<file path="src/rtl/sar_host_pkg.sv">
package sar_host_pkg;

    localparam int RES_BITS       = 12;
    localparam int FIRST_DATA_BIT = 4;
    localparam int FULL_LAST_TOG  = 32;
    localparam int LP_LAST_TOG    = 24;
    localparam int FULL_LAST_BIT  = 15;
    localparam int LP_LAST_BIT    = 12;
    localparam int FULL_HALVES    = FULL_LAST_TOG + 2;
    localparam int LP_KEPT_BITS   = LP_LAST_BIT - FIRST_DATA_BIT + 1;

    typedef enum logic [1:0] {
        ST_READY  = 2'd0,
        ST_ACTIVE = 2'd1,
        ST_GAP    = 2'd2
    } seq_state_e;

    typedef struct packed {
        logic strobe;
        logic last;
        logic dummy;
        logic lp;
    } cap_ctl_t;

    typedef struct packed {
        logic [RES_BITS-1:0] code;
        logic                trunc;
    } sample_t;

    function automatic int imax(input int a, input int b);
        return (a > b) ? a : b;
    endfunction

    function automatic int gap_cycles(input int div_half, input int acq,
                                      input int quiet, input int frame_sclks);
        int need;
        int per;
        per  = 2 * div_half;
        need = imax(acq, quiet);
        need = imax(need, frame_sclks * per - FULL_HALVES * div_half);
        need = imax(need, per);
        return ((need + per - 1) / per) * per;
    endfunction

endpackage

</file>
<file path="src/rtl/sar_half_timer.sv">
module sar_half_timer #(
    parameter int DIV_HALF = 5
) (
    input  logic clk,
    input  logic rst,
    input  logic run,
    output logic tick
);
    localparam int CW = (DIV_HALF > 1) ? $clog2(DIV_HALF) : 1;
    localparam logic [CW-1:0] CNT_TOP = CW'(DIV_HALF - 1);

    logic [CW-1:0] cnt;

    assign tick = run && (cnt == CNT_TOP);

    always_ff @(posedge clk) begin
        if (rst || !run) begin
            cnt <= '0;
        end else if (cnt == CNT_TOP) begin
            cnt <= '0;
        end else begin
            cnt <= cnt + 1'b1;
        end
    end
endmodule

</file>
<file path="src/rtl/sar_frame_seq.sv">
module sar_frame_seq
    import sar_host_pkg::*;
#(
    parameter int GAP_CYC = 40
) (
    input  logic     clk,
    input  logic     rst,
    input  logic     tick,
    input  logic     start,
    input  logic     cont,
    input  logic     lp_mode,
    output logic     run,
    output logic     cs_n,
    output logic     sclk,
    output cap_ctl_t cap
);
    localparam int GW = $clog2(GAP_CYC + 1);
    localparam int HW = GW + 2;
    localparam logic [GW-1:0] GAP_TOP = GW'(GAP_CYC - 1);
    localparam logic [HW-1:0] HI_MAX  = {HW{1'b1}};

    seq_state_e    state;
    logic [5:0]    half;
    logic [5:0]    nh;
    logic [5:0]    last_tog;
    logic [4:0]    last_bit;
    logic [4:0]    bit_idx;
    logic [GW-1:0] gap_cnt;
    logic          gap_done;
    logic          pend;
    logic          dummy_pend;
    logic          dummy_q;
    logic          lp_q;
    logic          begin_frame;
    logic          cs_q;
    logic          sclk_q;

    assign nh       = half + 6'd1;
    assign bit_idx  = nh[5:1];
    assign last_tog = lp_q ? 6'(LP_LAST_TOG) : 6'(FULL_LAST_TOG);
    assign last_bit = lp_q ? 5'(LP_LAST_BIT) : 5'(FULL_LAST_BIT);
    assign gap_done = (state == ST_GAP) && (gap_cnt == GAP_TOP);
    assign run      = (state == ST_ACTIVE);
    assign cs_n     = cs_q;
    assign sclk     = sclk_q;

    always_comb begin
        begin_frame = 1'b0;
        if (state == ST_READY) begin
            begin_frame = dummy_pend || cont || pend || start;
        end else if (gap_done) begin
            begin_frame = cont || pend || start;
        end
    end

    always_comb begin
        cap.strobe = run && tick && !nh[0] && (nh <= last_tog) &&
                     (bit_idx >= 5'(FIRST_DATA_BIT)) && (bit_idx <= last_bit);
        cap.last   = cap.strobe && (bit_idx == last_bit);
        cap.dummy  = dummy_q;
        cap.lp     = lp_q;
    end

    always_ff @(posedge clk) begin
        if (rst) begin
            state      <= ST_READY;
            half       <= '0;
            gap_cnt    <= '0;
            pend       <= 1'b0;
            dummy_pend <= 1'b1;
            dummy_q    <= 1'b0;
            lp_q       <= 1'b0;
            cs_q       <= 1'b1;
            sclk_q     <= 1'b1;
        end else if (begin_frame) begin
            state      <= ST_ACTIVE;
            half       <= '0;
            cs_q       <= 1'b0;
            sclk_q     <= 1'b1;
            dummy_q    <= dummy_pend;
            lp_q       <= dummy_pend ? 1'b0 : lp_mode;
            pend       <= dummy_pend ? (pend || start) : 1'b0;
            dummy_pend <= 1'b0;
        end else begin
            pend <= pend || start;
            case (state)
                ST_ACTIVE: begin
                    if (tick) begin
                        half <= nh;
                        if (nh <= last_tog) sclk_q <= ~sclk_q;
                        if (nh == last_tog + 6'd1) cs_q <= 1'b1;
                        if (nh == last_tog + 6'd2) begin
                            state   <= ST_GAP;
                            gap_cnt <= '0;
                        end
                    end
                end
                ST_GAP: begin
                    gap_cnt <= gap_cnt + 1'b1;
                    if (gap_done) state <= ST_READY;
                end
                default: ;
            endcase
        end
    end

    // Checker state: how long chip select has been high.
    logic [HW-1:0] hi_cnt;
    logic          armed;
    always_ff @(posedge clk) begin
        if (rst) begin
            hi_cnt <= '0;
            armed  <= 1'b0;
        end else begin
            hi_cnt <= !cs_q ? '0 : ((hi_cnt == HI_MAX) ? hi_cnt : hi_cnt + 1'b1);
            if (!cs_q) armed <= 1'b1;
        end
    end

    assert_sclk_idle_R3: assert property (@(posedge clk) disable iff (rst)
        cs_n |-> sclk);

    assert_gap_kept_R6: assert property (@(posedge clk) disable iff (rst)
        ($fell(cs_n) && armed) |-> (hi_cnt >= HW'(GAP_CYC)));

    assert_no_idle_capture_R4: assert property (@(posedge clk) disable iff (rst)
        cap.strobe |-> !cs_n);
endmodule

</file>
<file path="src/rtl/sar_bit_capture.sv">
module sar_bit_capture
    import sar_host_pkg::*;
(
    input  logic                clk,
    input  logic                rst,
    input  cap_ctl_t            cap,
    input  logic                sdata,
    output logic [RES_BITS-1:0] result,
    output logic                trunc,
    output logic                valid
);
    logic [RES_BITS-1:0] sh;
    logic [RES_BITS-1:0] nxt;
    sample_t             held;

    assign nxt    = {sh[RES_BITS-2:0], sdata};
    assign result = held.code;
    assign trunc  = held.trunc;

    always_ff @(posedge clk) begin
        if (rst) begin
            sh    <= '0;
            held  <= '0;
            valid <= 1'b0;
        end else begin
            valid <= 1'b0;
            if (cap.strobe) sh <= nxt;
            if (cap.last && !cap.dummy) begin
                valid <= 1'b1;
                if (cap.lp) begin
                    held.code  <= {nxt[LP_KEPT_BITS-1:0], {(RES_BITS-LP_KEPT_BITS){1'b0}}};
                    held.trunc <= 1'b1;
                end else begin
                    held.code  <= nxt;
                    held.trunc <= 1'b0;
                end
            end
        end
    end

    assert_valid_pulse_R5: assert property (@(posedge clk) disable iff (rst)
        valid |=> !valid);

    assert_result_hold_R5: assert property (@(posedge clk) disable iff (rst)
        !valid |-> ($stable(result) && $stable(trunc)));

    assert_trunc_zero_low_R8: assert property (@(posedge clk) disable iff (rst)
        (valid && trunc) |-> (result[RES_BITS-LP_KEPT_BITS-1:0] == '0));
endmodule

</file>
<file path="src/rtl/sar_serial_host.sv">
module sar_serial_host
    import sar_host_pkg::*;
#(
    parameter int DIV_HALF    = 5,
    parameter int ACQ_CYC     = 35,
    parameter int QUIET_CYC   = 5,
    parameter int FRAME_SCLKS = 20
) (
    input  logic        clk,
    input  logic        rst,
    input  logic        start,
    input  logic        cont,
    input  logic        lp_mode,
    input  logic        sdata,
    output logic        cs_n,
    output logic        sclk,
    output logic [11:0] result,
    output logic        trunc,
    output logic        valid
);
    localparam int GAP_CYC = gap_cycles(DIV_HALF, ACQ_CYC, QUIET_CYC, FRAME_SCLKS);

    logic     run;
    logic     tick;
    cap_ctl_t cap;

    sar_half_timer #(.DIV_HALF(DIV_HALF)) u_timer (
        .clk  (clk),
        .rst  (rst),
        .run  (run),
        .tick (tick)
    );

    sar_frame_seq #(.GAP_CYC(GAP_CYC)) u_seq (
        .clk     (clk),
        .rst     (rst),
        .tick    (tick),
        .start   (start),
        .cont    (cont),
        .lp_mode (lp_mode),
        .run     (run),
        .cs_n    (cs_n),
        .sclk    (sclk),
        .cap     (cap)
    );

    sar_bit_capture u_cap (
        .clk    (clk),
        .rst    (rst),
        .cap    (cap),
        .sdata  (sdata),
        .result (result),
        .trunc  (trunc),
        .valid  (valid)
    );

    assert_dummy_silent_R2: assert property (@(posedge clk) disable iff (rst)
        valid |-> !cap.dummy);

    assert_reset_idle_R1: assert property (@(posedge clk)
        $past(rst) |-> (!valid && sclk));
endmodule

</file>
<file path="config.mk">
export PLATFORM = sky130hd
export DESIGN_NAME = sar_serial_host
export DESIGN_NICKNAME = d
export VERILOG_FILES = /design/src/rtl/sar_host_pkg.sv /design/src/rtl/sar_half_timer.sv /design/src/rtl/sar_frame_seq.sv /design/src/rtl/sar_bit_capture.sv /design/src/rtl/sar_serial_host.sv
export SDC_FILE = /design/constraint.sdc
export NUM_CORES = 1
export LEC_CHECK = 0
export CAP_MARGIN = 10
export CORE_ASPECT_RATIO = 0.75
export CORE_MARGIN = 2
export CORE_UTILIZATION = 37
export CTS_CLUSTER_DIAMETER = 50
export CTS_CLUSTER_SIZE = 40
export DETAILED_ROUTE_END_ITERATION = 10
export PLACE_DENSITY = 0.52
export SYNTH_ARGS = -nofsm -noshare
export SYNTH_HDL_FRONTEND = slang
export SYNTH_HIERARCHICAL = 1
export SYNTH_SLANG_ARGS = --single-unit
</file>
<file path="constraint.sdc">
create_clock -name clk -period 3.2 [get_ports clk]
set_input_delay 0.64 -clock clk [delete_from_list [all_inputs] [get_ports clk]]
set_output_delay 0.64 -clock clk [all_outputs]
set_load 0.01 [all_outputs]
</file>
### After elaboration in Yosys (flattened, before gate mapping)

Index checks and enable logic that the tools add are counted.

* $add $sub $neg: 5
* order comparisons: 3
* equality and inequality tests: 13
* mux-type cells: 21
* bitwise logic cells: 2
* reduce and logical (&&, ||, !) cells: 33

Operators by type and width (number)
* $add A6 B1 Y6 const B: 3
* $mux W6: 3
* $mux W13: 1
* $eq A6 B6 Y1: 2
* $pmux W6 S2: 1
* $reduce_and A4 Y1: 3
* $mux W1: 11
* $logic_and A1 B1 Y1: 9
* $mux W2: 4
* $reduce_bool A2 Y1: 4
* $logic_or A1 B1 Y1: 7
* $add A6 B2 Y6 const B: 1
* $eq A6 B6 Y1 const B: 1
* $le A6 B6 Y1: 1
* $reduce_and A3 Y1: 2
* $eq A5 B5 Y1: 1
* $ge A5 B3 Y1 const B: 1
* $le A5 B5 Y1: 1
* $ne A2 B1 Y1 const B: 2
* $pmux W2 S2: 1
* $reduce_or A2 Y1: 2
* $add A3 B1 Y3 const B: 1
* $eq A3 B3 Y1 const B: 1
* $logic_not A1 Y1: 3
* 10 further kinds: 11

* flip-flop bits (word level): 48
* input bits: 6
* output and inout port bits: 16
* word-level logic and storage cells: 92

### Longest topological paths before layout

Gate-level depths: netlist of the first run.

* word-level depth: 10
* mapped depth: 14
* gate-level depth less buffers: 12

### Cells and area by module

The synthesis of the first run kept the hierarchy.

By module, submodules not included
* sar_frame_seq: instances 1, cells an instance 163, area each 1372.6 µm², seq. area each 400.4 µm²
* sar_bit_capture: instances 1, cells an instance 97, area each 998.5 µm², seq. area each 500.5 µm²
* sar_half_timer: instances 1, cells an instance 15, area each 150.1 µm², seq. area each 60.1 µm²

### Worst setup path before layout of the first run

No wires, ideal clock.

* path kind: flip-flop to flip-flop
* from: register u_seq.half[1]
* to: register u_cap.held, in the netlist u_cap/result[10]
* setup time: 0.086 ns
* arrival time: 2.818 ns
* required time: 3.114 ns
* setup slack: 0.296 ns
* stages on the path, launching flop included: 14
* path buffers: 1
* clock period less this slack: 2.904 ns
* cell sequence: dfxtp_1 -> ha_1 -> nand3_1 -> xnor2_1 -> ha_1 -> nor2b_1 -> o21ai_0 -> a21oi_1 -> or4_1 -> nor3_1 -> nor2b_4 -> buf_4 -> nor2_1 -> a211oi_1

RTL lines
* start: declaration: RTL line sar_frame_seq.sv:23 `logic [5:0] half;`
* start signal: assignment: RTL line sar_frame_seq.sv:89 `half <= nh;`
* end: declaration: RTL line sar_bit_capture.sv:14 `sample_t held;`

==> results.json, run 1 <==
{
  "postRouteAntennaNets": 0,
  "wl_per_cell_um": 13.5,
  "grt_pass1_vias": 1697,
  "drive_above_1_share": 0.133,
  "core_um2": 6700,
  "syn-num-nets": 296,
  "fillCellCount": 661,
  "syn_area_per_cell_um2": 9.17,
  "fmax_mhz": 347,
  "worstPathMaxFanout": 22,
  "ys_types": 56,
  "h-tree-depth": 2,
  "period_needed_ns": 2.88,
  "final_area_um2": 2950,
  "clkSinkCount": 48,
  "max_cap_violations": 0,
  "synth-async-reset-ratio": 0,
  "maxSlewViolCount": 0,
  "grtUsageTotal": 0.141,
  "grt_max_degree": 23,
  "p_leak_nw": 1.02,
  "peakVddDrop_v": 0.000181,
  "grt_pass1_wl_um": 8560,
  "yosysSeqAreaShare": 0.381,
  "drtPass1Iterations": 4,
  "required_ns": 3.42,
  "rsz0062_at_grt": "no",
  "antenna_found_initial": 0,
  "num_antenna_cells": 0,
  "skew_ns": 0.0101,
  "post-route-util": 0.440,
  "multi_input_area_um2": 1400,
  "dpl.hpwl_um": 3690,
  "crit_type": "reg -> reg",
  "numCtsBuffers": 5,
  "finalHoldViolCount": 0,
  "dpl_cell_area_um2": 2810,
  "clk_path_buf_depth": 2,
  "portBuffers": 21,
  "hold-worst-slack_ns": 0.456,
  "die_area_um2": 7500,
  "period_share": 0.900,
  "synth_top_area_share": 0.381,
  "drc": 0,
  "cp-start-kind": "flop",
  "max_slew_margin": 0.654,
  "tightestPinTransition_ns": 0.518,
  "synth_ff_type": "dfxtp_1",
  "die_w_um": 99.3,
  "clk_pin_slew_ns": 0.10,
  "synth-edff-count": 0,
  "ios": 22,
  "yosys.area.top_type": "dfxtp_1",
  "synth.area.top_cells": "dfxtp_1 (38%), mux2i_1 (8.3%), ha_1 (7.4%)",
  "p_per_area_nw_per_um2": 390,
  "crit_path_end_kind": "flop",
  "setup_violations": 0,
  "ys_warn_count": 6,
  "place_congestion": 0.890,
  "wirelength_um": 5180,
  "globalRouteOverflowTotal": 0,
  "cts_root_buf": "clkbuf_8",
  "worstHoldPathType": "reg -> reg",
  "die_h_um": 75.5,
  "worstSkewPairLatency_ns": 0.30,
  "cp.arrival_ns": 3.10,
  "fin_setup_tns_ns": 0,
  "p_total_mw": 1.15,
  "syn_area_um2": 2520,
  "cts_tree": "done",
  "area_growth_pct": 17.0,
  "cts_hold_buffers": 0,
  "initial_core_util": 0.376,
  "vias": 1959,
  "drtIter0Drc": 49,
  "viasPerCell": 5.10,
  "status": "finished, final reports clean",
  "ys_ff_latch": 48,
  "nets": 320,
  "synthesis.instances": 275,
  "row_count": 26,
  "regArea_um2": 965
}
## sequential cells by signal, summed over array words and instances (netlist names)
name	flops
u_cap/sh	11
u_timer/cnt	3
u_seq/dummy_q	1
u_cap/result	12
u_cap/valid	1
u_seq/lp_q	1
u_seq/sclk	1
u_cap/trunc	1
u_seq/dummy_pend	1
u_seq/cs_n	1
u_seq/state	2
u_seq/half	6
u_seq/pend	1
u_seq/gap_cnt	6
## final timing paths
| check | start | end | slack (ns) | depth (start not counted) |
|---|---|---|---|---|
| hold / removal | u_cap/result[1] | u_cap/result[1] | 0.46 | 2 |
| hold reg to reg | u_cap/result[1] | u_cap/result[1] | 0.46 | 2 |
| setup reg to reg | u_seq/half[1] | u_cap/result[9] | 0.32 | 13 |
| setup / recovery | u_seq/half[1] | u_cap/result[9] | 0.32 | 13 |
## worst max-delay path, cell delays in order (launching register included)
cell and delay, ns:
dfxtp_2 0.40, ha_1 0.18, nand3_1 0.13, xnor2_1 0.16, ha_1 0.32, nor2b_1 0.14, o21ai_0 0.14, a21oi_1 0.11
or4_1 0.45, nor3_2 0.16, nor2b_4 0.19, buf_12 0.16, nor2_1 0.05, a211oi_1 0.22
## layer usage
| layer | up-vias | wire length, µm | GRT usage |
|---|---|---|---|
| li1 | 1009 | - | - |
| met1 | 913 | 2900 | 0.218 |
| met2 | 33 | 2060 | 0.190 |
| met3 | 4 | 169 | 0.0367 |
| met4 | 0 | 42 | 0.0396 |
| met5 | - | 0 | 0 |
## cells by family (layout without fill, tap and decap cells)
group                      after synthesis  count (layout)  share of synthesized area
xor gates and xnor gates                11              11                     0.0382
adders and majority gates               15              15                     0.0744
buffers and inverters                   30              55                     0.0700
muxes                                   21              21                     0.0834
and+or+nand+nor                        103             103                      0.219
DFF                                     48              48                      0.381
AOI/OAI and AO/OA                       47              47                      0.134
## cell usage in the layout (no fill, tap or decap), types with 10 or more instances in the layout
| cell | n |
|---|---|
| a211oi_1 | 10 |
| a21oi_1 | 14 |
| buf_4 | 12 |
| clkdlybuf4s50_1 | 21 |
| dfxtp_1 | 45 |
| ha_1 | 15 |
| inv_1 | 13 |
| mux2i_1 | 21 |
| nand2_1 | 14 |
| nand3_1 | 13 |
| nor2_1 | 36 |
## final cells by class
class	instances	share of cell area
Inverter	13	0.0165
Multi-Input combinational cell	197	0.473
Clock buffer	5	0.0233
Sequential cell	48	0.327
Tap cell	84	0.0356
Timing Repair Buffer	34	0.109
Clock inverter	3	0.0157
## power breakdown
part | internal (mW) | total, mW | switching, mW
clock | 0.236 | 0.458 | 0.222
combinational | 0.0331 | 0.0788 | 0.0457
sequential | 0.605 | 0.613 | 0.00766
total | 0.874 | 1.15 | 0.275
## per-stage QoR
step	setup slack (ns)	instances
floorplan	0.296	275
global placement	0.0570	375
detailed placement	0.0258	375
CTS	0.0128	383
global route	0.00526	384
finish	0.320	384
## cell usage after synthesis, types with 4 or more instances
cell type / n
a211oi_1: 10
buf_2: 6
o21ai_0: 6
nand2_1: 14
buf_4: 4
xnor2_1: 5
a21oi_1: 14
nand2b_1: 6
nor2_1: 36
nand3b_1: 5
nand3_1: 13
inv_1: 13
mux2i_1: 21
ha_1: 15
xor2_1: 6
dfxtp_1: 48
## what timing repair did
action / in CTS / in global routing
pin swaps: 0 / 2
buffers inserted: 0 / 1
resized for setup: 1 / 4
endpoints found under the setup margin: 1 / 13
gates cloned: 0 / 0
Power figures use the tool's default switching activity.
==> run 2, diff against run 1 <==
--- a/config.mk
+++ b/config.mk
@@ -5,7 +5,7 @@
 export SDC_FILE = /design/constraint.sdc
 export NUM_CORES = 1
 export LEC_CHECK = 0
-export CAP_MARGIN = 10
+export CAP_MARGIN = 20
 export CORE_ASPECT_RATIO = 0.75
 export CORE_MARGIN = 2
 export CORE_UTILIZATION = 37
==> results of run 2 <==
Same layout as run 1: the final DEF is identical, and so are final timing and power.
